===== src/rtl/cmd_hs_pkg.sv =====
package cmd_hs_pkg;
  // Variant selection for the top-level MODE parameter
  localparam int MODE_FULL  = 0;  // four states, waits for request to drop
  localparam int MODE_SHORT = 1;  // three states, no drain state
  localparam int MODE_FLAG  = 2;  // plain set/clear flag

  localparam int STATE_W = 2;

  typedef enum logic [STATE_W-1:0] {
    HS_IDLE  = 2'b00,
    HS_ARM   = 2'b01,  // request seen, completion still high
    HS_RUN   = 2'b10,  // task running
    HS_DRAIN = 2'b11   // task done, request still high
  } hs_state_e;
endpackage


===== src/rtl/cmd_hs_rst_sync.sv =====
module cmd_hs_rst_sync #(
  parameter int STAGES = 2
) (
  input  logic clk,
  input  logic rst_n,
  output logic rst_q_n
);
  logic [STAGES-1:0] sync_q;

  always_ff @(posedge clk or negedge rst_n) begin
    if (!rst_n) sync_q <= '0;
    else        sync_q <= {sync_q[STAGES-2:0], 1'b1};
  end

  assign rst_q_n = sync_q[STAGES-1];
endmodule


===== src/rtl/cmd_hs_next.sv =====
module cmd_hs_next
  import cmd_hs_pkg::*;
#(
  parameter bit DRAIN_EN = 1'b1
) (
  input  hs_state_e st_q,
  input  logic      set_i,
  input  logic      done_i,
  output hs_state_e st_d
);
  always_comb begin
    st_d = st_q;
    unique case (st_q)
      HS_IDLE: begin
        if (set_i) st_d = done_i ? HS_ARM : HS_RUN;
      end
      HS_ARM: begin
        if (!done_i) st_d = HS_RUN;
      end
      HS_RUN: begin
        if (done_i) st_d = DRAIN_EN ? HS_DRAIN : HS_IDLE;
      end
      HS_DRAIN: begin
        if (!set_i) st_d = HS_IDLE;
      end
      default: st_d = HS_IDLE;
    endcase
  end
endmodule


===== src/rtl/cmd_hs_state_reg.sv =====
module cmd_hs_state_reg
  import cmd_hs_pkg::*;
(
  input  logic      clk,
  input  logic      rst_n,
  input  hs_state_e st_d,
  output hs_state_e st_q
);
  logic ld_en;

  assign ld_en = (st_d != st_q);

  always_ff @(posedge clk or negedge rst_n) begin
    if (!rst_n)     st_q <= HS_IDLE;
    else if (ld_en) st_q <= st_d;
  end
endmodule


===== src/rtl/cmd_hs_decode.sv =====
module cmd_hs_decode
  import cmd_hs_pkg::*;
(
  input  hs_state_e st_q,
  output logic      go_o,
  output logic      pend_o
);
  assign go_o   = (st_q == HS_RUN);
  assign pend_o = (st_q != HS_IDLE);
endmodule


===== src/rtl/cmd_hs_flag.sv =====
module cmd_hs_flag (
  input  logic clk,
  input  logic rst_n,
  input  logic set_i,
  input  logic done_i,
  output logic flag_o
);
  logic flag_en;

  assign flag_en = set_i | done_i;

  // completion has priority over the request
  always_ff @(posedge clk or negedge rst_n) begin
    if (!rst_n)       flag_o <= 1'b0;
    else if (flag_en) flag_o <= ~done_i;
  end
endmodule


===== src/rtl/cmd_handshake_ctrl.sv =====
module cmd_handshake_ctrl
  import cmd_hs_pkg::*;
#(
  parameter int MODE = MODE_FULL
) (
  input  logic clk,
  input  logic rst_n,
  input  logic cmd_set_i,
  input  logic task_done_i,
  output logic task_go_o,
  output logic cmd_pending_o
);
  localparam bit DRAIN_EN = (MODE == MODE_FULL);

  logic rst_q_n;

  cmd_hs_rst_sync #(.STAGES(2)) u_rst_sync (
    .clk     (clk),
    .rst_n   (rst_n),
    .rst_q_n (rst_q_n)
  );

  generate
    if (MODE == MODE_FLAG) begin : g_flag
      logic flag_q;

      cmd_hs_flag u_flag (
        .clk    (clk),
        .rst_n  (rst_q_n),
        .set_i  (cmd_set_i),
        .done_i (task_done_i),
        .flag_o (flag_q)
      );

      assign task_go_o     = flag_q;
      assign cmd_pending_o = flag_q;
    end else begin : g_fsm
      hs_state_e st_q;
      hs_state_e st_d;

      cmd_hs_next #(.DRAIN_EN(DRAIN_EN)) u_next (
        .st_q   (st_q),
        .set_i  (cmd_set_i),
        .done_i (task_done_i),
        .st_d   (st_d)
      );

      cmd_hs_state_reg u_state (
        .clk   (clk),
        .rst_n (rst_q_n),
        .st_d  (st_d),
        .st_q  (st_q)
      );

      cmd_hs_decode u_dec (
        .st_q   (st_q),
        .go_o   (task_go_o),
        .pend_o (cmd_pending_o)
      );
    end
  endgenerate
endmodule


===== config.mk =====
export PLATFORM = sky130hd
export DESIGN_NAME = cmd_handshake_ctrl
export DESIGN_NICKNAME = d
export VERILOG_FILES = /design/src/rtl/cmd_hs_pkg.sv /design/src/rtl/cmd_hs_rst_sync.sv /design/src/rtl/cmd_hs_next.sv /design/src/rtl/cmd_hs_state_reg.sv /design/src/rtl/cmd_hs_decode.sv /design/src/rtl/cmd_hs_flag.sv /design/src/rtl/cmd_handshake_ctrl.sv
export SDC_FILE = /design/constraint.sdc
export NUM_CORES = 1
export LEC_CHECK = 0
export BUFFER_PORTS_ARGS = -buffer_cell sky130_fd_sc_hd__clkbuf_2
export CORE_AREA = 2 2 39 41
export CTS_BUF_LIST = sky130_fd_sc_hd__clkbuf_2 sky130_fd_sc_hd__clkbuf_4 sky130_fd_sc_hd__clkbuf_8
export CTS_CLUSTER_SIZE = 12
export DETAILED_ROUTE_END_ITERATION = 10
export DIE_AREA = 0 0 41 43
export GPL_ROUTABILITY_DRIVEN = 0
export MAX_ROUTING_LAYER = met4
export SETUP_SLACK_MARGIN = 0.02
export SYNTH_ARGS = -nofsm -noshare
export SYNTH_HDL_FRONTEND = slang
export SYNTH_SLANG_ARGS = --single-unit

===== constraint.sdc =====
create_clock -name clk -period 0.8 [get_ports clk]
set_input_delay 0.04 -clock clk [delete_from_list [all_inputs] [get_ports clk]]
set_output_delay 0.04 -clock clk [all_outputs]
set_load 0.05 [all_outputs]

---- Yosys cells after proc, flatten, opt, wreduce, memory -nomap -nowiden ----
Cells that the tools add are included.
storage, ports and cells
  bits in registers ....................... 4
  output and inout port bits .............. 2
  input bits .............................. 4
  logic and storage cells ................. 14
cells by class
  eq/ne operators ......................... 4
  multiplexer cells ....................... 6
  reductions and logical operators ........ 2
operators with widths
  cell                                           number
  two-way mux 2 bit                              5
  case mux 2 bit (4 select lines)                1
  == test 2 bit, second input constant           2
  == test 2 x 1 -> 1 bit, second input constant  1
  logical NOT 2 bit                              1
  != test 2 bit                                  1
  nonzero test 2 bit                             1

---- Longest topological paths before layout ----
  word-level depth ........................ 4
  mapped depth ............................ 2
  mapped depth without buffers ............ 2

---- Cells and area by module ----
A second synthesis with hierarchy kept.
unflattened totals
  cell total of the unflattened synthesis .. 15
  area total of the unflattened synthesis .. 177.7 µm²
modules (own cells, without submodules)
  module            instances  area each (µm²)  sequential area each (µm²)  cells each
  cmd_hs_state_reg  1          57.6             50.0                        4
  cmd_hs_next       1          53.8             0.0                         6
  cmd_hs_rst_sync   1          53.8             50.0                        3
  cmd_hs_decode     1          12.5             0.0                         2

---- Worst setup path after synthesis ----
Ideal clock, no wire load.
  kind .................................... register to register
  start point ............................. register g_fsm.u_state.st_q[0]
  end point ............................... register g_fsm.u_state.st_q[1]
  period minus slack after synthesis ...... 0.890 ns
  path buffers ............................ 0
  stages on the path, launching flop included .. 3
  required time ........................... 0.679 ns
  path slack .............................. -0.090 ns
  data arrival time ....................... 0.769 ns
  setup time .............................. 0.121 ns
  cell sequence ........................... dfrtp_1 o21ba_2 o22a_1
between the ends
  longest elaborated chain between the ends .. 3
  elaborated cells on any way between the ends .. 10
  those cells by class .................... eq/ne: 4; mux: 5; reduce/logical: 1
RTL lines
  what                                         line                    text
  start, declared                              cmd_hs_state_reg.sv:7   output hs_state_e st_q
  start signal, assigned                       cmd_hs_state_reg.sv:15  else if (ld_en) st_q <= st_d;
  == test 2 bit, or another cell as far along  cmd_hs_next.sv:13       unique case (st_q)
  case mux 2 bit (4 select lines)              cmd_hs_next.sv:13
  != test 2 bit                                cmd_hs_state_reg.sv:11  assign ld_en = (st_d != st_q);
Several ways; a longest one is shown, not always the timed one.
A chain may end at the register's enable or synchronous reset.

---- Worst setup path after layout ----
  start point ............................. register g_fsm.u_state.st_q[0]
  end point ............................... output port task_go_o
between the ends
  longest elaborated chain between the ends .. 1
RTL lines
  what           line                      text
  == test 2 bit  cmd_hs_decode.sv:8        assign go_o = (st_q == HS_RUN);
  end, declared  cmd_handshake_ctrl.sv:10  output logic task_go_o,
Every way passes these cells.

==> results.md <==
- Vias/cell: 3.39
- Failing checks: setup timing
- Post-Synthesis Cells: 14
- Crit path max-delay cell type: dfrtp_1
- Net Count, Synth: 18
- Crit Path Category: flip-flop to output port
- Pre-antenna DRT Iters: 2
- Worst path arrival time: 1.02 ns
- Top cell type by total area after synthesis: dfrtp_1
- Antenna viol nets, final: 0
- Root Driver: clkbuf_4
- Layout cells sized above 1: 67.9%
- Initial Util: 11.8%
- Final Skew: 0.000555 ns
- Fin. max-slew vios: 0
- Synth cell types: 10
- First-pass GRT wire length: 552 um
- P_leak: 0.158 nW
- Final wirelength: 346 um
- Fin. Hold Viols: 0
- Drt wl/cell: 7.86 um
- Outcome: complete, but fails checks
- CP delay by family, top: flip-flops
- Largest net degree at the start of global routing: 4
- Initial DRC Count: 1
- Synth top area cells: dfrtp_1, a21oi_1, o21ba_2, and2b_2, o22a_1
- Detailed-route via count: 149
- Syn Std Cell Area: 164 um^2
- Minimum clock period after layout: 1.06 ns
- Worst r2r src: g_fsm.u_state.st_q[0]
- Inst Count DP: 37
- PD cells: 4460 mW/mm^2
- Tcrit/Tclk final: 133%
- Core Util, Final: 24.2%
- Initial antenna violation count: 0
- Die height: 43 um
- Syn-to-layout area delta: 105%
- Worst setup SP type: flip-flop
- Worst Setup End Kind: output port
- Row count: 14
- Path category of the worst min-delay check: flip-flop to asynchronous set/reset pin
- Avg Synthesized Cell Area: 11.7 um^2
- Max Root-Sink Buffers: 2
- Total Routing Usage GR: 5.60%
- Post-synth top area share: 61.1%
- R2R cell count: 4
- CP required: 0.76 ns
- Vias in the first global route: 158
- RSZ-0062 raised after global routing: true
- Sequential share of the synthesized area: 61.1%
- N_diodes: 0
- Layout net count: 34
- Die area: 0.00176 mm^2
- Residual DRC: 0
- Area of the core: 0.00138 mm^2
- Total grt overflow: 0
- Peak Freq: 943 MHz
- Final setup viols: 4
- Critical-path cell list: and2b_4 -> clkbuf_16
- Synthesis Warnings: 0
- Clock transition at path regs: 0.04 ns
- Worst skew pair latency: 0.23 ns
- TritonCTS clock tree: yes
- Worst reg-to-reg setup slack: -0.19 ns
- Port Buf Inserts: 5
- Crit path max fanout: 3
- H-tree depth reported by CTS: 1
- R2r endpoint: g_fsm.u_state.st_q[0]
- Max Cap Viol: 0
- Die width: 41 um
- Largest stage delay, worst path: 0.38 ns
- Num CTS Buffers: 3
- I/O pin count: 6
- Peak supply drop: 1050 uV
- WP buf/inv: 1
- Final worst setup slack: -0.261 ns
- Post-route insts no fill: 44
- Sink Count: 4
- Register bit count reported by yosys: 4
[layout by cell type (no fill, tap or decap), drive strengths merged]
cell | Yosys | routed
a21oi | 2 | 2
inv | 1 | 1
o21ba | 1 | 1
dlygate4sd3 | 0 | 1
conb | 1 | 1
buf | 0 | 6
o22a | 1 | 1
and2b | 1 | 1
clkbuf | 0 | 7
or2 | 1 | 1
dfrtp | 4 | 4
xnor2 | 1 | 1
nand2 | 1 | 1
[synthesized netlist by cell type (all sizes together)]
cell type and n:
dfrtp 4, a21oi 2, and2b 1, conb 1, inv 1, nand2 1
o21ba 1, o22a 1, or2 1, xnor2 1
[layout make-up]
cell class | count | area (um^2)
tap | 16 | 20.0
sequential | 4 | 100
timing repair buffer | 11 | 110
fill | 139 | 1050
multi-input combinational | 9 | 78.8
inverter | 1 | 3.75
clock buffer | 3 | 22.5
[stage by stage]
stage | instance area [um^2] | worst slack (ns) | total power (W) | setup TNS (ns) | hold slack (ns)
floorplan | 168 | -0.0607 | 0.000701 | -0.0637 | -0.256
global placement | 228 | -0.137 | 0.000843 | -0.408 | -0.172
detailed placement | 228 | -0.144 | 0.000854 | -0.449 | -0.172
CTS | 327 | -0.280 | 0.00145 | -0.913 | 0.0222
global route | 335 | -0.304 | 0.00160 | -1.05 | 0.0357
finish | 335 | -0.261 | 0.00150 | -0.885 | 0.0198
[sequential cells by signal, summed over array words and instances, names as in the netlist]
signal / count
g_fsm.u_state.st_q: 2
u_rst_sync.sync_q: 2
[cell families (layout without fill, tap and decap cells)]
| group | after synthesis | after routing | synth area share (%) |
|---|---|---|---|
| buffers and inverters | 1 | 15 | 2.29 |
| AOI/OAI and AO/OA | 4 | 4 | 17.6 |
| other | 1 | 1 | 2.29 |
| xor gates and xnor gates | 1 | 1 | 5.34 |
| DFF | 4 | 4 | 61.1 |
| and+or+nand+nor | 3 | 3 | 11.5 |
[per-layer routing]
layer | GRT usage (%) | up-vias | share of wire (%)
met4 | 4.00 | 0 | 0
met3 | 6.28 | 0 | 10
met1 | 3.96 | 68 | 38
li1 | - | 73 | -
met2 | 7.50 | 8 | 51
met5 | - | - | 0
[worst max-delay path by stage]
stage                                      from                     to  slack [ns]  cells after the start
after floorplan           g_fsm.u_state.st_q[0]  g_fsm.u_state.st_q[1]       -0.06                      2
after global placement    g_fsm.u_state.st_q[0]              task_go_o       -0.14                      2
after detailed placement  g_fsm.u_state.st_q[0]              task_go_o       -0.14                      2
after CTS                 g_fsm.u_state.st_q[0]          cmd_pending_o       -0.28                      2
after global routing      g_fsm.u_state.st_q[0]              task_go_o       -0.30                      2
final                     g_fsm.u_state.st_q[0]              task_go_o       -0.26                      2
[power by group]
group	switching (W)	internal, W	total [W]
sequential	0.0000435	0.000259	0.000303
clock	0.0000776	0.000167	0.000245
combinational	0.000399	0.000550	0.000949
total	0.000520	0.000976	0.00150
[worst register-to-register path, cell delays in order, from the launching register on]
cell	delay, ns
dfrtp_1	0.38
buf_4	0.15
buf_4	0.14
xnor2_2	0.14
a21oi_2	0.07
[repair_timing]
item                                    4_1_cts  5_1_grt
hold buffers                                  1        0
setup buffers                                 3        0
hold endpoints to repair                      2        0
endpoints found under the setup margin        4        4
gates resized for setup                       8        3
pin swaps                                     2        0
(Power assumes the default switching activity.)
